## src/rtl/bmd_pkg.sv

```systemverilog
package bmd_pkg;
  typedef enum logic [2:0] {
    ST_IDLE  = 3'd0,
    ST_FETCH = 3'd1,
    ST_XFER  = 3'd2,
    ST_DRAIN = 3'd3,
    ST_HOLD  = 3'd4,
    ST_NOBM  = 3'd5
  } bmd_state_e;

  localparam logic [2:0] OFF_CMD  = 3'd0;
  localparam logic [2:0] OFF_STAT = 3'd2;
  localparam logic [2:0] OFF_BASE = 3'd4;

  localparam int CMD_GO    = 0;
  localparam int CMD_TOMEM = 3;
  localparam int STS_ACT   = 0;
  localparam int STS_INT   = 2;
endpackage

```

## src/rtl/bmd_ctrl.sv

```systemverilog
module bmd_ctrl
  import bmd_pkg::*;
#(
  parameter int ADDR_W = 32
) (
  input  logic              clk,
  input  logic              rst_n,
  input  logic              reg_wr,
  input  logic [2:0]        reg_addr,
  input  logic [31:0]       reg_wdata,
  input  logic              bm_en,
  input  logic              dev_done,
  input  logic              fetch_done,
  input  logic              word_move,
  input  logic              last_word,
  input  logic              desc_eot,
  input  logic              dev_more,
  output bmd_state_e        state,
  output logic              dir_tomem,
  output logic              intr,
  output logic              go,
  output logic [ADDR_W-1:0] tbl_base,
  output logic              start_pulse
);
  bmd_state_e        state_q, state_d;
  logic              go_q, dir_q, intr_q, intr_d;
  logic [ADDR_W-1:0] base_q;
  logic              cmd_wr, stat_wr, base_wr, stop_pulse, set_int, clr_int;

  assign cmd_wr      = reg_wr && (reg_addr == OFF_CMD);
  assign stat_wr     = reg_wr && (reg_addr == OFF_STAT);
  assign base_wr     = reg_wr && (reg_addr == OFF_BASE);
  assign start_pulse = cmd_wr && reg_wdata[CMD_GO] && !go_q;
  assign stop_pulse  = cmd_wr && !reg_wdata[CMD_GO];

  always_comb begin
    state_d = state_q;
    if (stop_pulse) begin
      state_d = ST_IDLE;
    end else begin
      case (state_q)
        ST_IDLE:  if (start_pulse) state_d = bm_en ? ST_FETCH : ST_NOBM;
        ST_FETCH: begin
          if (dev_done)        state_d = ST_HOLD;
          else if (fetch_done) state_d = ST_XFER;
        end
        ST_XFER: begin
          if (dev_done)                    state_d = ST_HOLD;
          else if (word_move && last_word) state_d = desc_eot ? ST_DRAIN : ST_FETCH;
        end
        ST_DRAIN: if (dev_done || dev_more) state_d = ST_IDLE;
        ST_NOBM:  if (dev_done) state_d = ST_HOLD;
        default:  state_d = state_q;
      endcase
    end
  end

  assign set_int = dev_done && !stop_pulse &&
                   (state_q == ST_FETCH || state_q == ST_XFER ||
                    state_q == ST_NOBM  || state_q == ST_DRAIN);
  assign clr_int = stat_wr && reg_wdata[STS_INT];

  always_comb begin
    intr_d = intr_q;
    if (set_int)      intr_d = 1'b1;
    else if (clr_int) intr_d = 1'b0;
  end

  always_ff @(posedge clk or negedge rst_n) begin
    if (!rst_n) begin
      state_q <= ST_IDLE;
      go_q    <= 1'b0;
      dir_q   <= 1'b0;
      intr_q  <= 1'b0;
      base_q  <= '0;
    end else begin
      state_q <= state_d;
      intr_q  <= intr_d;
      if (cmd_wr)      go_q   <= reg_wdata[CMD_GO];
      if (start_pulse) dir_q  <= reg_wdata[CMD_TOMEM];
      if (base_wr)     base_q <= reg_wdata[ADDR_W-1:0];
    end
  end

  assign state     = state_q;
  assign dir_tomem = dir_q;
  assign intr      = intr_q;
  assign go        = go_q;
  assign tbl_base  = base_q;

  p_exact_r6: assert property (@(posedge clk) disable iff (!rst_n)
    (state_q == ST_DRAIN && dev_done && !stop_pulse) |=> (state_q == ST_IDLE && intr_q));

  p_long_r7: assert property (@(posedge clk) disable iff (!rst_n)
    ((state_q == ST_FETCH || state_q == ST_XFER) && dev_done && !stop_pulse)
      |=> (state_q == ST_HOLD && intr_q));

  p_short_r8: assert property (@(posedge clk) disable iff (!rst_n)
    (state_q == ST_DRAIN && dev_more && !dev_done && !stop_pulse && !stat_wr)
      |=> (state_q == ST_IDLE && $stable(intr_q)));

  p_stop_r9: assert property (@(posedge clk) disable iff (!rst_n)
    stop_pulse |=> (state_q == ST_IDLE));

  p_w1c_r10: assert property (@(posedge clk) disable iff (!rst_n)
    (clr_int && !dev_done) |=> !intr_q);
endmodule

```

## src/rtl/bmd_desc.sv

```systemverilog
module bmd_desc #(
  parameter int ADDR_W = 32
) (
  input  logic              clk,
  input  logic              rst_n,
  input  logic              load,
  input  logic [ADDR_W-1:0] tbl_base,
  input  logic              fetch_ack,
  input  logic [15:0]       mem_rdata,
  input  logic              word_move,
  output logic [ADDR_W-1:0] fetch_addr,
  output logic [ADDR_W-1:0] cur_addr,
  output logic              fetch_done,
  output logic              last_word,
  output logic              desc_eot
);
  localparam int LEN_W = 16;
  localparam int REM_W = LEN_W;

  logic [ADDR_W-1:2] ptr_q, ptr_d;
  logic [1:0]        idx_q, idx_d;
  logic [ADDR_W-1:1] cur_q, cur_d;
  logic [REM_W-1:0]  rem_q, rem_d;
  logic              eot_q, eot_d;
  logic [LEN_W:0]    len_bytes;

  assign len_bytes = (mem_rdata == '0) ? (LEN_W+1)'(1) << LEN_W : {1'b0, mem_rdata};

  always_comb begin
    ptr_d = ptr_q;
    idx_d = idx_q;
    cur_d = cur_q;
    rem_d = rem_q;
    eot_d = eot_q;
    if (load) begin
      ptr_d = tbl_base[ADDR_W-1:2];
      idx_d = 2'd0;
    end else if (fetch_ack) begin
      idx_d = idx_q + 2'd1;
      case (idx_q)
        2'd0: cur_d[15:1]       = mem_rdata[15:1];
        2'd1: cur_d[ADDR_W-1:16] = mem_rdata[ADDR_W-17:0];
        2'd2: rem_d = REM_W'((len_bytes + 1'b1) >> 1);
        default: begin
          eot_d = mem_rdata[15];
          ptr_d = ptr_q + 2'd2;
        end
      endcase
    end else if (word_move) begin
      cur_d = cur_q + 1'b1;
      rem_d = rem_q - 1'b1;
    end
  end

  always_ff @(posedge clk or negedge rst_n) begin
    if (!rst_n) begin
      ptr_q <= '0;
      idx_q <= '0;
      cur_q <= '0;
      rem_q <= '0;
      eot_q <= 1'b0;
    end else begin
      ptr_q <= ptr_d;
      idx_q <= idx_d;
      cur_q <= cur_d;
      rem_q <= rem_d;
      eot_q <= eot_d;
    end
  end

  assign fetch_addr = {ptr_q, 2'b00} + ADDR_W'({idx_q, 1'b0});
  assign cur_addr   = {cur_q, 1'b0};
  assign fetch_done = fetch_ack && (idx_q == 2'd3);
  assign last_word  = (rem_q == REM_W'(1));
  assign desc_eot   = eot_q;

  p_fetch_step_r2: assert property (@(posedge clk) disable iff (!rst_n)
    (fetch_ack && !load) |=> (idx_q == $past(idx_q) + 2'd1));

  p_addr_step_r3: assert property (@(posedge clk) disable iff (!rst_n)
    (word_move && !load && !fetch_ack) |=> (cur_q == $past(cur_q) + 1'b1));
endmodule

```

## src/rtl/bmd_xfer.sv

```systemverilog
module bmd_xfer
  import bmd_pkg::*;
#(
  parameter int ADDR_W = 32
) (
  input  bmd_state_e        state,
  input  logic              dir_tomem,
  input  logic              bm_en,
  input  logic              dev_done,
  input  logic [ADDR_W-1:0] fetch_addr,
  input  logic [ADDR_W-1:0] cur_addr,
  input  logic              mem_ack,
  input  logic [15:0]       mem_rdata,
  input  logic              rx_valid,
  input  logic [15:0]       rx_data,
  input  logic              tx_ready,
  output logic              mem_req,
  output logic              mem_we,
  output logic [ADDR_W-1:0] mem_addr,
  output logic [15:0]       mem_wdata,
  output logic              rx_ready,
  output logic              tx_valid,
  output logic [15:0]       tx_data,
  output logic              fetch_ack,
  output logic              word_move,
  output logic              dev_more
);
  always_comb begin
    mem_req   = 1'b0;
    mem_we    = 1'b0;
    mem_addr  = cur_addr;
    mem_wdata = rx_data;
    rx_ready  = 1'b0;
    tx_valid  = 1'b0;
    tx_data   = mem_rdata;
    fetch_ack = 1'b0;
    word_move = 1'b0;
    dev_more  = 1'b0;
    case (state)
      ST_FETCH: begin
        mem_addr  = fetch_addr;
        mem_req   = bm_en && !dev_done;
        fetch_ack = mem_req && mem_ack;
      end
      ST_XFER: begin
        if (dir_tomem) begin
          mem_req  = bm_en && !dev_done && rx_valid;
          mem_we   = 1'b1;
          rx_ready = mem_req && mem_ack;
        end else begin
          mem_req  = bm_en && !dev_done && tx_ready;
          tx_valid = mem_req && mem_ack;
        end
        word_move = mem_req && mem_ack;
      end
      ST_DRAIN: dev_more = dir_tomem ? rx_valid : tx_ready;
      ST_NOBM: begin
        rx_ready = dir_tomem && !dev_done;
        tx_valid = !dir_tomem && !dev_done;
        tx_data  = '0;
      end
      default: ;
    endcase
  end
endmodule

```

## src/rtl/sg_ide_dma.sv

```systemverilog
module sg_ide_dma
  import bmd_pkg::*;
#(
  parameter int ADDR_W = 32
) (
  input  logic              clk,
  input  logic              rst_n,
  input  logic              reg_wr,
  input  logic [2:0]        reg_addr,
  input  logic [31:0]       reg_wdata,
  input  logic [2:0]        reg_rd_addr,
  output logic [31:0]       reg_rdata,
  input  logic              bm_en,
  output logic              mem_req,
  output logic              mem_we,
  output logic [ADDR_W-1:0] mem_addr,
  output logic [15:0]       mem_wdata,
  input  logic              mem_ack,
  input  logic [15:0]       mem_rdata,
  input  logic              dev_rx_valid,
  input  logic [15:0]       dev_rx_data,
  output logic              dev_rx_ready,
  output logic              dev_tx_valid,
  output logic [15:0]       dev_tx_data,
  input  logic              dev_tx_ready,
  input  logic              dev_done,
  output logic              irq
);
  logic              rst_meta, rst_s;
  bmd_state_e        state;
  logic              dir_tomem, intr, go, start_pulse;
  logic [ADDR_W-1:0] tbl_base, fetch_addr, cur_addr;
  logic              fetch_ack, fetch_done, word_move, last_word, desc_eot, dev_more;

  always_ff @(posedge clk or negedge rst_n) begin
    if (!rst_n) begin
      rst_meta <= 1'b0;
      rst_s    <= 1'b0;
    end else begin
      rst_meta <= 1'b1;
      rst_s    <= rst_meta;
    end
  end

  bmd_ctrl #(.ADDR_W(ADDR_W)) u_ctrl (
    .clk(clk), .rst_n(rst_s), .reg_wr(reg_wr), .reg_addr(reg_addr),
    .reg_wdata(reg_wdata), .bm_en(bm_en), .dev_done(dev_done),
    .fetch_done(fetch_done), .word_move(word_move), .last_word(last_word),
    .desc_eot(desc_eot), .dev_more(dev_more), .state(state),
    .dir_tomem(dir_tomem), .intr(intr), .go(go), .tbl_base(tbl_base),
    .start_pulse(start_pulse)
  );

  bmd_desc #(.ADDR_W(ADDR_W)) u_desc (
    .clk(clk), .rst_n(rst_s), .load(start_pulse), .tbl_base(tbl_base),
    .fetch_ack(fetch_ack), .mem_rdata(mem_rdata), .word_move(word_move),
    .fetch_addr(fetch_addr), .cur_addr(cur_addr), .fetch_done(fetch_done),
    .last_word(last_word), .desc_eot(desc_eot)
  );

  bmd_xfer #(.ADDR_W(ADDR_W)) u_xfer (
    .state(state), .dir_tomem(dir_tomem), .bm_en(bm_en), .dev_done(dev_done),
    .fetch_addr(fetch_addr), .cur_addr(cur_addr), .mem_ack(mem_ack),
    .mem_rdata(mem_rdata), .rx_valid(dev_rx_valid), .rx_data(dev_rx_data),
    .tx_ready(dev_tx_ready), .mem_req(mem_req), .mem_we(mem_we),
    .mem_addr(mem_addr), .mem_wdata(mem_wdata), .rx_ready(dev_rx_ready),
    .tx_valid(dev_tx_valid), .tx_data(dev_tx_data), .fetch_ack(fetch_ack),
    .word_move(word_move), .dev_more(dev_more)
  );

  always_comb begin
    reg_rdata = '0;
    case (reg_rd_addr)
      OFF_CMD: begin
        reg_rdata[CMD_GO]    = go;
        reg_rdata[CMD_TOMEM] = dir_tomem;
      end
      OFF_STAT: begin
        reg_rdata[STS_ACT] = (state != ST_IDLE);
        reg_rdata[STS_INT] = intr;
      end
      OFF_BASE: reg_rdata[ADDR_W-1:0] = tbl_base;
      default:  reg_rdata = '0;
    endcase
  end

  assign irq = intr;

  p_quiet_nobm_r11: assert property (@(posedge clk) disable iff (!rst_s)
    (state == ST_NOBM) |-> !mem_req);

  p_reset_idle_r1: assert property (@(posedge clk) disable iff (!rst_s)
    $rose(rst_s) |-> (!mem_req && !irq));
endmodule

```

## config.mk

```make
export PLATFORM = sky130hd
export DESIGN_NAME = sg_ide_dma
export DESIGN_NICKNAME = d
export VERILOG_FILES = /design/src/rtl/bmd_pkg.sv /design/src/rtl/bmd_ctrl.sv /design/src/rtl/bmd_desc.sv /design/src/rtl/bmd_xfer.sv /design/src/rtl/sg_ide_dma.sv
export SDC_FILE = /design/constraint.sdc
export NUM_CORES = 1
export LEC_CHECK = 0
export ABC_CLOCK_PERIOD_IN_PS = 3650
export BUFFER_PORTS_ARGS = -buffer_cell sky130_fd_sc_hd__buf_4
export CAP_MARGIN = 20
export CELL_PAD_IN_SITES_DETAIL_PLACEMENT = 0
export CELL_PAD_IN_SITES_GLOBAL_PLACEMENT = 1
export CORE_ASPECT_RATIO = 2
export CORE_UTILIZATION = 37
export DETAILED_ROUTE_END_ITERATION = 8
export PLACE_DENSITY = 0.89
export SYNTH_ARGS = -nofsm -noshare
export SYNTH_HDL_FRONTEND = slang
export SYNTH_SLANG_ARGS = --single-unit
```

## constraint.sdc

```tcl
create_clock -name clk -period 3.65 [get_ports clk]
set_input_delay 0.73 -clock clk [delete_from_list [all_inputs] [get_ports clk]]
set_output_delay 0.73 -clock clk [all_outputs]
set_load 0.02 [all_outputs]
```

==> impl_metrics.prom, run 1 <==
# TYPE chip_impl_metric gauge
chip_impl_metric{name="die_w",unit="um"} 108.5
chip_impl_metric{name="antenna_found_initial",unit=""} 0
chip_impl_metric{name="clock_latency_late_sink",unit="ns"} 0.43
chip_impl_info{name="worstSetupPathType",value="flip-flop to output pin"} 1
chip_impl_info{name="holdCritPathClass",value="input pin to asynchronous set/reset pin"} 1
chip_impl_metric{name="die_h",unit="um"} 215.0
chip_impl_metric{name="stdcell_count",unit=""} 1395
chip_impl_metric{name="layout_overhead_on_the_synthesized_area",unit="%"} 23.03
chip_impl_metric{name="global_route_wire_length_before_repair",unit="mm"} 42.82
chip_impl_metric{name="worst_ir_drop_vdd",unit="mV"} 0.4831
chip_impl_metric{name="critical_path_required",unit="ns"} 2.92
chip_impl_info{name="ys_dominant_reg_cell",value="sky130_fd_sc_hd__dfrtp_1"} 1
chip_impl_metric{name="post_synth.cell_area_avg",unit="sq um"} 8.312
chip_impl_info{name="setup_repair_after_global_routing_missed_its_margin",value="no"} 1
chip_impl_metric{name="largest_net_degree_at_the_start_of_global_routing",unit=""} 61
chip_impl_metric{name="fin_nets",unit=""} 1197
chip_impl_metric{name="setup_slack",unit="ns"} 0.1526
chip_impl_metric{name="dr.first_iter.drc_count",unit=""} 437
chip_impl_metric{name="detailroute.via_count",unit=""} 8010
chip_impl_metric{name="p_int",unit="mW"} 4.124
chip_impl_info{name="cell_with_the_most_instances_after_synthesis",value="sky130_fd_sc_hd__dfrtp_1"} 1
chip_impl_metric{name="finalHoldViolations",unit=""} 0
chip_impl_metric{name="cts_made_buffers",unit=""} 17
chip_impl_metric{name="setup_viol",unit=""} 0
chip_impl_metric{name="combPwrFrac",unit="%"} 39.5
chip_impl_metric{name="place_area",unit="sq mm"} 0.009658
chip_impl_metric{name="post_synth_inst_count",unit=""} 1010
chip_impl_metric{name="count_of_maximum_capacitance_violations",unit=""} 0
chip_impl_metric{name="postRouteAntennaNets",unit=""} 0
chip_impl_metric{name="avgRoutedWirePerCell",unit="um"} 18.98
chip_impl_info{name="outcome",value="complete, no violations"} 1
chip_impl_metric{name="final_cell_area",unit="sq mm"} 0.01033
chip_impl_metric{name="p_sw",unit="mW"} 2.784
chip_impl_metric{name="place.detailed.hpwl",unit="mm"} 19.77
chip_impl_metric{name="synth.distinct_cells",unit=""} 65
chip_impl_metric{name="track_usage",unit="%"} 23.93
chip_impl_metric{name="cts-hold-fix-buffers",unit=""} 0
chip_impl_metric{name="yosysWarnings",unit=""} 0
chip_impl_metric{name="worst_path_largest_cell_delay",unit="ns"} 0.61
chip_impl_metric{name="finalSetupTns",unit="ns"} 0
chip_impl_metric{name="ctsHtreeMaxLevel",unit=""} 4
chip_impl_metric{name="number_of_enable_flip_flop_cells_after_synthesis",unit=""} 0
chip_impl_metric{name="fill_cells",unit=""} 2196
chip_impl_metric{name="layout_worst_path_cycle_share",unit="%"} 95.82
chip_impl_metric{name="leakage",unit="nW"} 4.207
chip_impl_metric{name="drv_slew",unit=""} 0
chip_impl_metric{name="timing.slew.headroom",unit="%"} 29.95
chip_impl_metric{name="worst_clock_skew",unit="ns"} 0.009264
chip_impl_metric{name="share_seq_of_total_power",unit="%"} 32.6
chip_impl_metric{name="die-area",unit="sq mm"} 0.02333
chip_impl_metric{name="drive_above_1_share",unit="%"} 23.24
chip_impl_metric{name="finalWorstPathRequiredPeriod",unit="ns"} 3.497
chip_impl_metric{name="clockBufferDepth",unit=""} 2
chip_impl_metric{name="post-place-ws",unit="ns"} 0.6158
chip_impl_metric{name="cts.sink_count",unit=""} 120
chip_impl_metric{name="ys_seq_elements",unit=""} 120
chip_impl_metric{name="ctsResizeCount",unit=""} 0
chip_impl_info{name="critical_path.endpoint_type",value="output pin"} 1
chip_impl_metric{name="drt_first_pass_iters",unit=""} 5
chip_impl_metric{name="crit_fanout",unit=""} 9
chip_impl_metric{name="postSynthNetCount",unit=""} 1101
chip_impl_metric{name="io-pin-count",unit=""} 179
chip_impl_metric{name="inst_count_dp",unit=""} 1363
chip_impl_metric{name="synthesis.area",unit="sq mm"} 0.008396
chip_impl_metric{name="num_antenna_cells",unit=""} 0
chip_impl_info{name="timing.critical_path.from_type",value="flip-flop"} 1
chip_impl_metric{name="core-area",unit="sq mm"} 0.02216
chip_impl_metric{name="vias_per_cell",unit=""} 5.742
chip_impl_metric{name="multi_input_area",unit="sq mm"} 0.004933
chip_impl_metric{name="gp_congestion",unit=""} 0.8747
chip_impl_metric{name="final-seq-area",unit="sq mm"} 0.003007
chip_impl_metric{name="grt_overflow_total",unit=""} 0
chip_impl_metric{name="share_clk_of_total_power",unit="%"} 27.9
chip_impl_metric{name="arrival",unit="ns"} 2.77
chip_impl_metric{name="io_buffers",unit=""} 145
chip_impl_info{name="post-synth-top-area-cell",value="sky130_fd_sc_hd__dfrtp_1"} 1
chip_impl_metric{name="fmax",unit="MHz"} 285.9
chip_impl_metric{name="start_util",unit="%"} 37.89
chip_impl_metric{name="totalWireLength",unit="mm"} 26.47
chip_impl_info{name="synth_commonest_cells",value="sky130_fd_sc_hd__dfrtp_1, sky130_fd_sc_hd__a21oi_1, sky130_fd_sc_hd__nand2_1, sky130_fd_sc_hd__nor2_1, sky130_fd_sc_hd__clkbuf_1"} 1
chip_impl_metric{name="switching_share",unit="%"} 40.30
chip_impl_info{name="ys_top_cells_by_area",value="sky130_fd_sc_hd__dfrtp_1, sky130_fd_sc_hd__a21oi_1, sky130_fd_sc_hd__mux2_2, sky130_fd_sc_hd__xnor2_1, sky130_fd_sc_hd__nand2_1"} 1
chip_impl_metric{name="pwr_density_cell",unit="mW/mm^2"} 668.8
chip_impl_metric{name="seq_area_frac_synth",unit="%"} 35.77
chip_impl_metric{name="worst_slew_pin_slew",unit="ns"} 1.043
chip_impl_metric{name="cts.clk_slew.worst_paths",unit="ns"} 0.06
chip_impl_info{name="crit_chain",value="ha_1 -> nand3_2 -> or4_4 -> nor4_1 -> xnor2_1 -> a21oi_1 -> buf_4"} 1
chip_impl_info{name="clock-root-buffer",value="sky130_fd_sc_hd__clkbuf_16"} 1
chip_impl_metric{name="asyncSetResetFlopFracSynth",unit="%"} 100.0
chip_impl_metric{name="post_cts.repair.setup_buffers",unit=""} 0
chip_impl_metric{name="synth_top_area_share",unit="%"} 35.77
chip_impl_metric{name="drc_violations_left",unit=""} 0
chip_impl_metric{name="first_global_vias",unit=""} 8097
chip_impl_info{name="cp_slowest_cell",value="sky130_fd_sc_hd__or4_4"} 1
chip_impl_info{name="tritoncts",value="done"} 1
chip_impl_metric{name="num_rows",unit=""} 77
-- layout make-up --
| type | count | share of cell area [%] |
|---|---|---|
| multi-input combinational | 779 | 47.76 |
| sequential | 120 | 29.11 |
| timing repair buffer | 171 | 12.67 |
| clock buffer | 19 | 4.385 |
| tap | 276 | 3.343 |
| clock inverter | 13 | 2.108 |
| inverter | 17 | 0.6178 |
-- per-stage QoR --
stage               total power [mW]  utilization (%)  hold WS (ns)
finish                         6.908            46.61       0.07309
global route                   7.289            46.61       0.05761
CTS                            6.933            46.61       0.05337
detailed placement             4.982            43.59        0.2610
global placement               4.943            43.59        0.2644
floorplan                      3.892                -        0.3312
-- cells in the final DEF, fill, tap and decap left out, types with 19 or more instances in the layout --
cell	count
sky130_fd_sc_hd__dfrtp_1	119
sky130_fd_sc_hd__nand3_1	38
sky130_fd_sc_hd__nor3_1	28
sky130_fd_sc_hd__o21ai_0	60
sky130_fd_sc_hd__xnor2_1	41
sky130_fd_sc_hd__nand4_1	35
sky130_fd_sc_hd__a21oi_1	88
sky130_fd_sc_hd__and2_1	50
sky130_fd_sc_hd__mux2_2	39
sky130_fd_sc_hd__nor2_1	82
sky130_fd_sc_hd__buf_4	169
sky130_fd_sc_hd__nand2_1	85
sky130_fd_sc_hd__xor2_1	24
sky130_fd_sc_hd__nor4_1	19
-- critical path: cells and delay by family, from the launching register on --
| kind | cells | cell delay [ns] |
|---|---|---|
| AND/OR/NAND/NOR | 3 | 1.10 |
| buffers and inverters | 1 | 0.18 |
| adder cells (fa/ha/maj) | 1 | 0.28 |
| XOR/XNOR | 1 | 0.12 |
| flip-flops | 1 | 0.41 |
| AO/OA/AOI/OAI | 1 | 0.23 |
-- sequential cells by signal, indices dropped and copies added (netlist names) --
register and cells:
rst_meta 1, rst_s 1, u_ctrl.dir_tomem 1, u_ctrl.go 1, u_ctrl.intr 1, u_ctrl.state 3
u_ctrl.tbl_base 32, u_desc.cur_q 31, u_desc.desc_eot 1, u_desc.idx_q 2, u_desc.ptr_q 30, u_desc.rem_q 16
-- final timing paths --
| path | from | slack, ns | endpoint | cells past startpoint |
|---|---|---|---|---|
| worst max-delay path | u_desc.ptr_q[4] | 0.15 | mem_addr[27] | 7 |
| worst min-delay path | rst_n | 0.07 | rst_s | 1 |
| min in group clk | rst_meta | 0.35 | rst_s | 0 |
| worst max register to register | u_desc.ptr_q[4] | 1.04 | u_desc.ptr_q[31] | 6 |
| max in group asynchronous | rst_s | 2.52 | u_desc.cur_q[23] | 1 |
| worst min register to register | rst_s | 0.24 | u_ctrl.intr | 0 |
-- kinds of logic (layout without fill, tap and decap cells) --
kind of cell | count (synthesis) | count (layout) | synth area share, %
compound gates | 239 | 239 | 17.36
mux | 44 | 44 | 5.827
xor+xnor | 65 | 65 | 6.781
other cells | 2 | 2 | 0.08945
fa+ha+maj | 13 | 13 | 1.937
simple gates | 416 | 416 | 26.33
buf+inv | 111 | 220 | 5.902
flops | 120 | 120 | 35.77
-- metal layers --
| layer | GRT usage [%] | up-vias | wire, um | share of wire (%) |
|---|---|---|---|---|
| met5 | 0 | - | 0 | 0 |
| met4 | 14.64 | 0 | 1326 | 5.0 |
| met3 | 4.155 | 77 | 1284 | 4.9 |
| met2 | 43.10 | 305 | 14510 | 55 |
| met1 | 25.02 | 3810 | 9351 | 35 |
| li1 | - | 3818 | - | - |
-- power by group through the flow --
stage | Clock [mW] | Sequential (mW) | Combinational (mW)
final | 1.93 | 2.25 | 2.73
after global routing | 2.01 | 2.32 | 2.95
after CTS | 1.95 | 2.24 | 2.74
after detailed placement | 0 | 2.26 | 2.72
after global placement | 0 | 2.24 | 2.70
after floorplan | 0 | 2.04 | 1.86
Power figures use the tool's default switching activity.
==> run 2: changes to the inputs <==
--- a/config.mk
+++ b/config.mk
@@ -9,11 +9,11 @@
 export BUFFER_PORTS_ARGS = -buffer_cell sky130_fd_sc_hd__buf_4
 export CAP_MARGIN = 20
 export CELL_PAD_IN_SITES_DETAIL_PLACEMENT = 0
-export CELL_PAD_IN_SITES_GLOBAL_PLACEMENT = 1
+export CELL_PAD_IN_SITES_GLOBAL_PLACEMENT = 2
 export CORE_ASPECT_RATIO = 2
-export CORE_UTILIZATION = 37
+export CORE_UTILIZATION = 29
 export DETAILED_ROUTE_END_ITERATION = 8
-export PLACE_DENSITY = 0.89
+export PLACE_DENSITY = 0.88
 export SYNTH_ARGS = -nofsm -noshare
 export SYNTH_HDL_FRONTEND = slang
 export SYNTH_SLANG_ARGS = --single-unit
==> impl_metrics.prom, run 2 (synthesis results as in run 1) <==
# TYPE chip_impl_metric gauge
chip_impl_metric{name="clock_latency_late_sink",unit="ns"} 0.44
chip_impl_metric{name="worst_clock_skew",unit="ns"} 0.009294
chip_impl_info{name="clock-root-buffer",value="sky130_fd_sc_hd__clkbuf_16"} 1
chip_impl_metric{name="die_w",unit="um"} 122.3
chip_impl_metric{name="num_antenna_cells",unit=""} 0
chip_impl_metric{name="cts_made_buffers",unit=""} 17
chip_impl_metric{name="fin_nets",unit=""} 1198
chip_impl_metric{name="drive_above_1_share",unit="%"} 23.39
chip_impl_metric{name="die_h",unit="um"} 242.6
chip_impl_metric{name="fin_worst_hold_slack",unit="ns"} 0.06344
chip_impl_info{name="layout.cells.most_common",value="sky130_fd_sc_hd__buf_4"} 1
chip_impl_metric{name="crit_fanout",unit=""} 9
chip_impl_metric{name="postRouteAntennaNets",unit=""} 0
chip_impl_metric{name="layout_worst_path_cycle_share",unit="%"} 96.08
chip_impl_metric{name="postLayoutCoreUtil",unit="%"} 36.88
chip_impl_metric{name="timing.slew.headroom",unit="%"} 26.65
chip_impl_metric{name="avgRoutedWirePerCell",unit="um"} 19.53
chip_impl_metric{name="io-pin-count",unit=""} 179
chip_impl_metric{name="detailroute.via_count",unit=""} 7887
chip_impl_metric{name="totalWireLength",unit="mm"} 28.82
chip_impl_metric{name="pwr_density_cell",unit="mW/mm^2"} 664.2
chip_impl_metric{name="arrival",unit="ns"} 2.78
chip_impl_metric{name="vias_per_cell",unit=""} 5.343
chip_impl_metric{name="ctsHtreeMaxLevel",unit=""} 4
chip_impl_metric{name="leakage",unit="nW"} 4.205
chip_impl_metric{name="place.detailed.hpwl",unit="mm"} 21.37
chip_impl_metric{name="finalHoldViolations",unit=""} 0
chip_impl_metric{name="start_util",unit="%"} 29.66
chip_impl_metric{name="worst_path_largest_cell_delay",unit="ns"} 0.63
chip_impl_info{name="outcome",value="complete, no violations"} 1
chip_impl_metric{name="cts-hold-fix-buffers",unit=""} 0
chip_impl_metric{name="track_usage",unit="%"} 19.88
chip_impl_metric{name="largest_net_degree_at_the_start_of_global_routing",unit=""} 119
chip_impl_metric{name="core-area",unit="sq mm"} 0.02830
chip_impl_info{name="critPathTopFamily",value="simple AND/OR/NAND/NOR gates"} 1
chip_impl_info{name="critical_path.endpoint_type",value="output pin"} 1
chip_impl_metric{name="fill_cells",unit=""} 2992
chip_impl_metric{name="worst_slew_pin_slew",unit="ns"} 1.092
chip_impl_metric{name="die-area",unit="sq mm"} 0.02968
chip_impl_metric{name="flip_flop_count_of_the_largest_register_all_copies_and_words_added",unit=""} 32
chip_impl_metric{name="cts.clk_slew.worst_paths",unit="ns"} 0.05
chip_impl_metric{name="drt_first_pass_iters",unit=""} 5
chip_impl_metric{name="stdcell_count",unit=""} 1476
chip_impl_metric{name="finalWorstPathRequiredPeriod",unit="ns"} 3.507
chip_impl_metric{name="timing.critical_path.buf_inv",unit=""} 1
chip_impl_metric{name="io_buffers",unit=""} 145
chip_impl_metric{name="clockBufferDepth",unit=""} 2
chip_impl_metric{name="antenna_found_initial",unit=""} 0
chip_impl_metric{name="finalSetupTns",unit="ns"} 0
chip_impl_metric{name="fmax",unit="MHz"} 285.2
chip_impl_metric{name="grt_overflow_total",unit=""} 0
chip_impl_metric{name="drc_violations_left",unit=""} 0
chip_impl_metric{name="inst_count_dp",unit=""} 1444
chip_impl_info{name="worstSetupPathType",value="flip-flop to output pin"} 1
chip_impl_metric{name="dr.first_iter.drc_count",unit=""} 407
chip_impl_metric{name="worst_ir_drop_vdd",unit="mV"} 0.3890
chip_impl_metric{name="critical_path_required",unit="ns"} 2.92
chip_impl_metric{name="setup_viol",unit=""} 0
chip_impl_metric{name="global_route_wire_length_before_repair",unit="mm"} 44.41
chip_impl_metric{name="ctsResizeCount",unit=""} 0
chip_impl_metric{name="drv_slew",unit=""} 0
chip_impl_metric{name="cts.sink_count",unit=""} 120
chip_impl_info{name="cp_slowest_cell",value="sky130_fd_sc_hd__or4_4"} 1
chip_impl_metric{name="layout_overhead_on_the_synthesized_area",unit="%"} 24.34
chip_impl_metric{name="num_rows",unit=""} 87
chip_impl_metric{name="critical_path_depth",unit=""} 7
chip_impl_metric{name="gp_congestion",unit=""} 0.8735
chip_impl_info{name="most-common-layout-cells",value="sky130_fd_sc_hd__buf_4, sky130_fd_sc_hd__dfrtp_1, sky130_fd_sc_hd__a21oi_1"} 1
chip_impl_info{name="timing.critical_path.from_type",value="flip-flop"} 1
chip_impl_info{name="crit_chain",value="ha_1 -> nand3_2 -> or4_4 -> nor4_1 -> xnor2_1 -> a21oi_1 -> buf_4"} 1
chip_impl_metric{name="post_cts.repair.setup_buffers",unit=""} 0
chip_impl_metric{name="count_of_maximum_capacitance_violations",unit=""} 0
chip_impl_info{name="setup_repair_after_global_routing_missed_its_margin",value="no"} 1
chip_impl_metric{name="first_global_vias",unit=""} 7918
chip_impl_metric{name="r2r.worst_path.cells",unit=""} 6
chip_impl_info{name="tritoncts",value="done"} 1
chip_impl_info{name="holdCritPathClass",value="input pin to asynchronous set/reset pin"} 1
## run 2: stage by stage
| step | cell area, sq um | setup slack [ns] | total power, mW |
|---|---|---|---|
| after floorplan | 8396 | 0.05935 | 3.892 |
| after global placement | 9781 | 0.6405 | 5.038 |
| after detailed placement | 9788 | 0.6096 | 5.077 |
| after CTS | 10430 | 0.1305 | 7.001 |
| after global routing | 10440 | 0.02943 | 7.332 |
| final | 10440 | 0.1431 | 6.934 |
## run 2: worst paths after layout
path	endpoint	slack [ns]	start
max reg2reg	u_desc.rem_q[3]	0.92	u_ctrl.state[2]
min reg2reg	u_ctrl.tbl_base[5]	0.32	rst_s
max in group asynchronous	u_desc.cur_q[12]	2.64	rst_s
min in group clk	rst_s	0.35	rst_meta
min	rst_s	0.06	rst_n
max	mem_addr[27]	0.14	u_desc.ptr_q[4]
## run 2: cell type report
type                    instances  area, sq um  share of cell area, %
multi-input cells             779         4950                  47.42
flip-flops and latches        120         3007                  28.80
repair buffers                172         1329                  12.73
well taps                     356        445.4                  4.267
clock buffers                  19        442.9                  4.243
clock inverters                13        201.4                  1.930
inverters                      17        63.81                 0.6113
## run 2: routing by layer
layer	share of wire, %	vias up	global-route usage (%)	wire (um)
li1	-	3820	-	-
met1	37	3780	20.75	10720
met2	54	226	35.96	15510
met3	3.6	61	3.078	1039
met4	5.4	0	12.63	1557
met5	0	-	0	0
## run 2: report_power, final
part / switching (mW) / internal, mW / total (mW)
Clock: 0.665 / 1.22 / 1.89
Sequential: 0.554 / 1.71 / 2.26
Combinational: 1.60 / 1.18 / 2.79
